`src/rtl/txdesc_walker.sv`:
```
module txdesc_walker #(
  parameter int ADDR_W  = 32,
  parameter int LEN_W   = 16,
  parameter int MIN_LEN = 60
) (
  input  logic              clk,
  input  logic              rst_n,
  input  logic              tx_en,
  input  logic              poll,
  input  logic [ADDR_W-1:0] list_base,
  input  logic              summary_irq,
  output logic              mem_req,
  output logic              mem_we,
  output logic [ADDR_W-1:0] mem_addr,
  output logic [31:0]       mem_wdata,
  input  logic [31:0]       mem_rdata,
  input  logic              mem_ack,
  input  logic              mem_err,
  output logic              out_valid,
  output logic [7:0]        out_data,
  output logic              out_last,
  output logic              ev_done,
  output logic              ev_unavail,
  output logic              ev_buserr,
  output logic [ADDR_W-1:0] cur_desc,
  output logic [ADDR_W-1:0] cur_buf
);

  localparam int OWN_B  = 31;
  localparam int PAD_B  = 0;
  localparam int IE_B   = 2;
  localparam int SENT_B = 16;
  localparam int INTR_B = 17;
  localparam logic [ADDR_W-1:0] WMASK = ~ADDR_W'(3);
  localparam logic [LEN_W-1:0]  MINL  = LEN_W'(MIN_LEN);

  typedef enum logic [3:0] {
    S_IDLE, S_DFLG, S_DBUF, S_DLEN, S_DNXT, S_FETCH, S_EMIT, S_PAD, S_WFLG, S_WLEN
  } st_t;

  st_t               st;
  logic [31:0]       flags_q, word_q;
  logic [ADDR_W-1:0] next_q, rd_ptr;
  logic [LEN_W-1:0]  len_q, cnt;
  logic              berr_q, intr_q, en_q;

  wire beat_end  = mem_ack | mem_err;
  wire abort     = !tx_en && (!mem_req || beat_end);
  wire pad_need  = flags_q[PAD_B] && (len_q < MINL);
  wire [LEN_W-1:0] total = pad_need ? MINL : len_q;
  wire buf_last  = (cnt == len_q - LEN_W'(1));
  wire pad_last  = (cnt == total - LEN_W'(1));

  assign mem_req   = (st == S_DFLG) || (st == S_DBUF) || (st == S_DLEN) || (st == S_DNXT) ||
                     (st == S_FETCH) || (st == S_WFLG) || (st == S_WLEN);
  assign mem_we    = (st == S_WFLG) || (st == S_WLEN);
  assign out_valid = tx_en && ((st == S_EMIT) || (st == S_PAD));
  assign out_data  = (st == S_EMIT) ? word_q[{rd_ptr[1:0], 3'b000} +: 8] : 8'h00;
  assign out_last  = out_valid && ((st == S_EMIT) ? (buf_last && !pad_need) : pad_last);

  always_comb begin
    case (st)
      S_DBUF:  mem_addr = cur_desc + ADDR_W'(4);
      S_DLEN:  mem_addr = cur_desc + ADDR_W'(8);
      S_DNXT:  mem_addr = cur_desc + ADDR_W'(12);
      S_FETCH: mem_addr = rd_ptr & WMASK;
      S_WLEN:  mem_addr = cur_desc + ADDR_W'(8);
      default: mem_addr = cur_desc;
    endcase
  end

  always_comb begin
    mem_wdata = '0;
    if (st == S_WFLG) begin
      mem_wdata = flags_q;
      mem_wdata[OWN_B] = 1'b0;
    end else begin
      mem_wdata[LEN_W-1:0] = len_q;
      mem_wdata[SENT_B] = !berr_q;
      mem_wdata[INTR_B] = intr_q && !berr_q;
    end
  end

  always_ff @(posedge clk) begin
    if (!rst_n) begin
      st <= S_IDLE;
      flags_q <= '0; word_q <= '0; next_q <= '0; rd_ptr <= '0;
      len_q <= '0; cnt <= '0; berr_q <= 1'b0; intr_q <= 1'b0; en_q <= 1'b0;
      cur_desc <= '0; cur_buf <= '0;
      ev_done <= 1'b0; ev_unavail <= 1'b0; ev_buserr <= 1'b0;
    end else begin
      en_q <= tx_en;
      ev_done <= 1'b0; ev_unavail <= 1'b0; ev_buserr <= 1'b0;
      if (tx_en && !en_q && !mem_req) cur_desc <= list_base & WMASK;
      if (abort) begin
        st <= S_IDLE;
      end else begin
        case (st)
          S_IDLE: if (poll && tx_en) st <= S_DFLG;
          S_DFLG: begin
            if (mem_err) begin
              ev_buserr <= 1'b1; st <= S_IDLE;
            end else if (mem_ack) begin
              flags_q <= mem_rdata;
              if (!mem_rdata[OWN_B]) begin
                ev_unavail <= 1'b1; st <= S_IDLE;
              end else st <= S_DBUF;
            end
          end
          S_DBUF: begin
            if (mem_err) begin
              ev_buserr <= 1'b1; st <= S_IDLE;
            end else if (mem_ack) begin
              cur_buf <= mem_rdata[ADDR_W-1:0];
              rd_ptr  <= mem_rdata[ADDR_W-1:0];
              st <= S_DLEN;
            end
          end
          S_DLEN: begin
            if (mem_err) begin
              ev_buserr <= 1'b1; st <= S_IDLE;
            end else if (mem_ack) begin
              len_q <= mem_rdata[LEN_W-1:0];
              st <= S_DNXT;
            end
          end
          S_DNXT: begin
            if (mem_err) begin
              ev_buserr <= 1'b1; st <= S_IDLE;
            end else if (mem_ack) begin
              next_q <= mem_rdata[ADDR_W-1:0];
              cnt <= '0;
              berr_q <= 1'b0;
              if (len_q != '0) st <= S_FETCH;
              else if (pad_need) st <= S_PAD;
              else begin
                ev_done <= flags_q[IE_B]; st <= S_WFLG;
              end
            end
          end
          S_FETCH: begin
            if (mem_err) begin
              ev_buserr <= 1'b1; berr_q <= 1'b1; st <= S_WFLG;
            end else if (mem_ack) begin
              word_q <= mem_rdata; st <= S_EMIT;
            end
          end
          S_EMIT: begin
            rd_ptr <= rd_ptr + ADDR_W'(1);
            cnt <= cnt + LEN_W'(1);
            if (buf_last) begin
              if (pad_need) st <= S_PAD;
              else begin
                ev_done <= flags_q[IE_B]; st <= S_WFLG;
              end
            end else if (rd_ptr[1:0] == 2'd3) st <= S_FETCH;
          end
          S_PAD: begin
            cnt <= cnt + LEN_W'(1);
            if (pad_last) begin
              ev_done <= flags_q[IE_B]; st <= S_WFLG;
            end
          end
          S_WFLG: if (beat_end) begin
            intr_q <= summary_irq; ev_buserr <= mem_err; st <= S_WLEN;
          end
          S_WLEN: if (beat_end) begin
            ev_buserr <= mem_err; cur_desc <= next_q & WMASK; st <= S_DFLG;
          end
          default: st <= S_IDLE;
        endcase
      end
    end
  end

  assert_hold_req_R14: assert property (@(posedge clk) disable iff (!rst_n)
    (mem_req && !mem_ack && !mem_err) |=>
      (mem_req && $stable(mem_addr) && $stable(mem_we) && $stable(mem_wdata)));

  assert_load_ptr_R2: assert property (@(posedge clk) disable iff (!rst_n)
    ($rose(tx_en) && !mem_req) |=> (cur_desc == ($past(list_base) & WMASK)));

  assert_stop_R13: assert property (@(posedge clk) disable iff (!rst_n)
    (!tx_en && !mem_req) |=> (!mem_req && !out_valid));

  assert_halt_quiet_R4: assert property (@(posedge clk) disable iff (!rst_n)
    ev_unavail |-> (!mem_req && !out_valid));

  assert_last_valid_R5: assert property (@(posedge clk) disable iff (!rst_n)
    out_last |-> out_valid);

  assert_one_event_R8: assert property (@(posedge clk) disable iff (!rst_n)
    $onehot0({ev_done, ev_unavail, ev_buserr}));

endmodule

```
`config.mk`:
```
export PLATFORM = sky130hd
export DESIGN_NAME = txdesc_walker
export DESIGN_NICKNAME = d
export VERILOG_FILES = /design/src/rtl/txdesc_walker.sv
export SDC_FILE = /design/constraint.sdc
export NUM_CORES = 1
export LEC_CHECK = 0
export ABC_CLOCK_PERIOD_IN_PS = 5300
export BUFFER_PORTS_ARGS = -buffer_cell sky130_fd_sc_hd__buf_2
export CAP_MARGIN = 20
export CORE_MARGIN = 4
export CORE_UTILIZATION = 30
export CTS_BUF_LIST = sky130_fd_sc_hd__clkbuf_2
export CTS_CLUSTER_DIAMETER = 40
export DETAILED_ROUTE_END_ITERATION = 6
export MAX_ROUTING_LAYER = met4
export PLACE_DENSITY = 0.55
export SLEW_MARGIN = 30
export SYNTH_ARGS = -nofsm -noshare
export SYNTH_HDL_FRONTEND = slang
export SYNTH_SLANG_ARGS = --single-unit
```
`constraint.sdc`:
```
create_clock -name clk -period 5.3 [get_ports clk]
set_input_delay 0.53 -clock clk [delete_from_list [all_inputs] [get_ports clk]]
set_output_delay 0.53 -clock clk [all_outputs]
set_load 0.005 [all_outputs]
```
==> metrics.cfg <==
[sta]
fin_skew_ns = 0.0897
worst-slew-pin-transition_ns = 0.972
setup_slack_ns = 0.258
timing.final.crit_share = 0.951
setup-tns-final_ns = 0
drv_slew = 0
finalCriticalPeriod_ns = 5.04
setup_viol = 0
fmax_mhz = 198
max-slew-margin-rel = 0.350
hold_viol = 0

[finish]
nets = 2017
regArea_sq_um = 4620
fill_cells = 4612
post-route-cell-area_sq_um = 15800
multiInputGateArea_sq_um = 7890
drive_gt1_frac = 0.204
syn2layout_area_growth_pct = 21.2

[placed_design]
dpl_cell_area_sq_um = 14600
dpl_worst_slack_ns = 1.15
dpl.hpwl_microns = 34700
gp_congestion = 0.939
portBuffers = 210

[floorplanning]
start_util = 0.303
ios = 214
core_sq_um = 43100
dieHeight_microns = 217
rows = 76
die_w_microns = 217
dieArea_sq_um = 47000

[drt]
drt_iter0_markers = 1102
dr.pass1.iters = 7
via_count = 13500
post_drt_wl_per_cell_microns = 19.6
viasPerCell = 5.25
drc = 0
antenna_left = 0
wl_microns = 50500

[synth]
synth_edf_count = 0
seq_area_frac_synth = 0.354
yosysTopAreaCellShare = 0.354
async_reset_ff_frac = 0
synthTopCellsByCount = nand2_1, dfxtp_1, a21boi_0
ys_types = 73
yosys_most_used_dff = dfxtp_1
synth.most_common_cell = nand2_1
synth_nets = 1789
synth_area_sq_um = 13100
syn-mean-instance-area_sq_um = 7.64
syn_inst = 1710
ys_ff_latch = 231
synthTopCellsByArea = dfxtp_1, nand2_1, a21boi_0, clkbuf_1, nor2_1
yosys_warnings = 0
synth.largest_area_cell = dfxtp_1

[grt]
antenna_found_initial = 2
grt_pass1_wl_microns = 76700
track_usage = 0.214
use_met1 = 0.278
grt_max_degree = 81
grtUsageMet2 = 0.338
overflow = 0
use_met3 = 0.0394
busiest_layer = met2
first_global_vias = 12900

[critical_path]
crit_slowest_cell = or4_4
cp_slowest_stage_delay_ns = 0.67
crit_path_start_kind = flip-flop
worstPathMaxFanout = 11
cp.arrival_ns = 4.51
endpoint_kind = primary output
crit_type = flip-flop to primary output
worstPathCellList = or4_4 > or2_4 > or4_1 > xnor2_1 > o2111a_1 > o21ai_1 > a2111oi_4 > nand2_1 > a21boi_0 > buf_2
cp.required_ns = 4.77

[clocking]
htree_levels = 3
cts-root-buf = clkbuf_2
worstSkewPairLatency_ns = 0.94
cts_tree = done
cts_buffers = 68
clock-sinks = 231
clk_pin_slew_ns = 0.11
cts.path.max_buffers = 3

[pwr]
power_mw = 3.80
ir_worst_vdd_v = 0.000157
p_per_area_nw_per_um2 = 240
p_leak_nw = 6.66

[outcome]
status = complete, no violations

[worst_hold_path]
hold_path.class = input port to flip-flop

[flow_run]
maxCapViolations = 0

[final cells by class]
class                   count  share of cell area
diodes                      2            0.000316
clock buffers              97              0.0306
clock inverters            21             0.00711
inverters                  17             0.00403
multi-input cells        1317               0.498
flip-flops and latches    231               0.292
well taps                 585              0.0462
repair buffers            303               0.122
[sequential cells by signal, summed over array words and instances (netlist names)]
name / cells
ev_buserr: 1
en_q: 1
ev_done: 1
cnt: 16
len_q: 16
word_q: 32
cur_desc: 32
flags_q: 31
st: 4
rd_ptr: 32
next_q: 30
cur_buf: 32
intr_q: 1
berr_q: 1
ev_unavail: 1
[metrics by stage]
step | util | hold WS, ns | cells
2_1_floorplan | - | 0.434 | 1710
3_3_place_gp | 0.337 | 0.447 | 2384
3_5_place_dp | 0.338 | 0.454 | 2386
4_1_cts | 0.367 | 0.0388 | 2570
5_1_grt | 0.368 | 0.135 | 2573
6_report | 0.368 | 0.168 | 2573
[worst max-delay path: cells and delay by family, from the launching register on]
family	cells	cell delay (ns)
DFF	1	0.49
xor gates and xnor gates	1	0.20
AOI/OAI and AO/OA	4	1.16
buffers and inverters	1	0.18
and+or+nand+nor	4	1.53
[power breakdown]
group | switching (mW) | total [mW] | internal [mW]
logic | 0.337 | 0.594 | 0.257
registers | 0.0843 | 1.86 | 1.77
clock network | 0.813 | 1.35 | 0.542
total | 1.23 | 3.80 | 2.57
[placed cells by master, fill, tap and decap left out, drive strengths merged, types with 9 or more instances in the layout]
cell type      n
nor3          25
nor2         125
dfxtp        231
o211a         32
nor2b         10
and4          10
a31oi         22
xnor2         29
a21boi       146
a221o         12
nor4          15
xor2          25
clkinv        16
mux2i         34
o21ai         79
a21oi         73
nand2        404
a22oi          9
inv           21
and3          19
mux2          14
nand3         46
dlygate4sd3   66
and2          39
o221a         13
nand4         26
buf          237
clkbuf        97
[cell families after synthesis]
kind of cell    Yosys count  share of synthesized area
simple gates            752                      0.259
compound gates          446                      0.243
flops                   231                      0.354
buf+inv                 162                     0.0482
mux                      56                     0.0519
xor+xnor                 54                     0.0362
fa+ha+maj                 8                    0.00823
other cells               1                   0.000287
[final timing paths]
| kind | startpoint | end | slack [ns] | cells past startpoint |
|---|---|---|---|---|
| worst min register to register | flags_q[6]$_SDFFE_PN0P_ | flags_q[6]$_SDFFE_PN0P_ | 0.46 | 2 |
| worst max-delay path | len_q[2]$_SDFFE_PN0P_ | out_last | 0.26 | 10 |
| worst max register to register | len_q[2]$_SDFFE_PN0P_ | ev_done$_SDFF_PP0_ | 1.84 | 9 |
| worst min-delay path | rst_n | intr_q$_SDFFE_PN0P_ | 0.17 | 2 |
[layer usage]
metal	vias to the layer above	wire [microns]
li1	6482	-
met3	96	3300
met2	464	23600
met4	0	1370
met5	-	0
met1	6460	22200
[what timing repair did]
action,CTS,global route
hold buffers,66,0
hold endpoints to repair,183,0
endpoints found under the setup margin,0,1
buffers inserted,0,1
resized for setup,0,2
No activity file was read; power rests on OpenSTA's default activity.
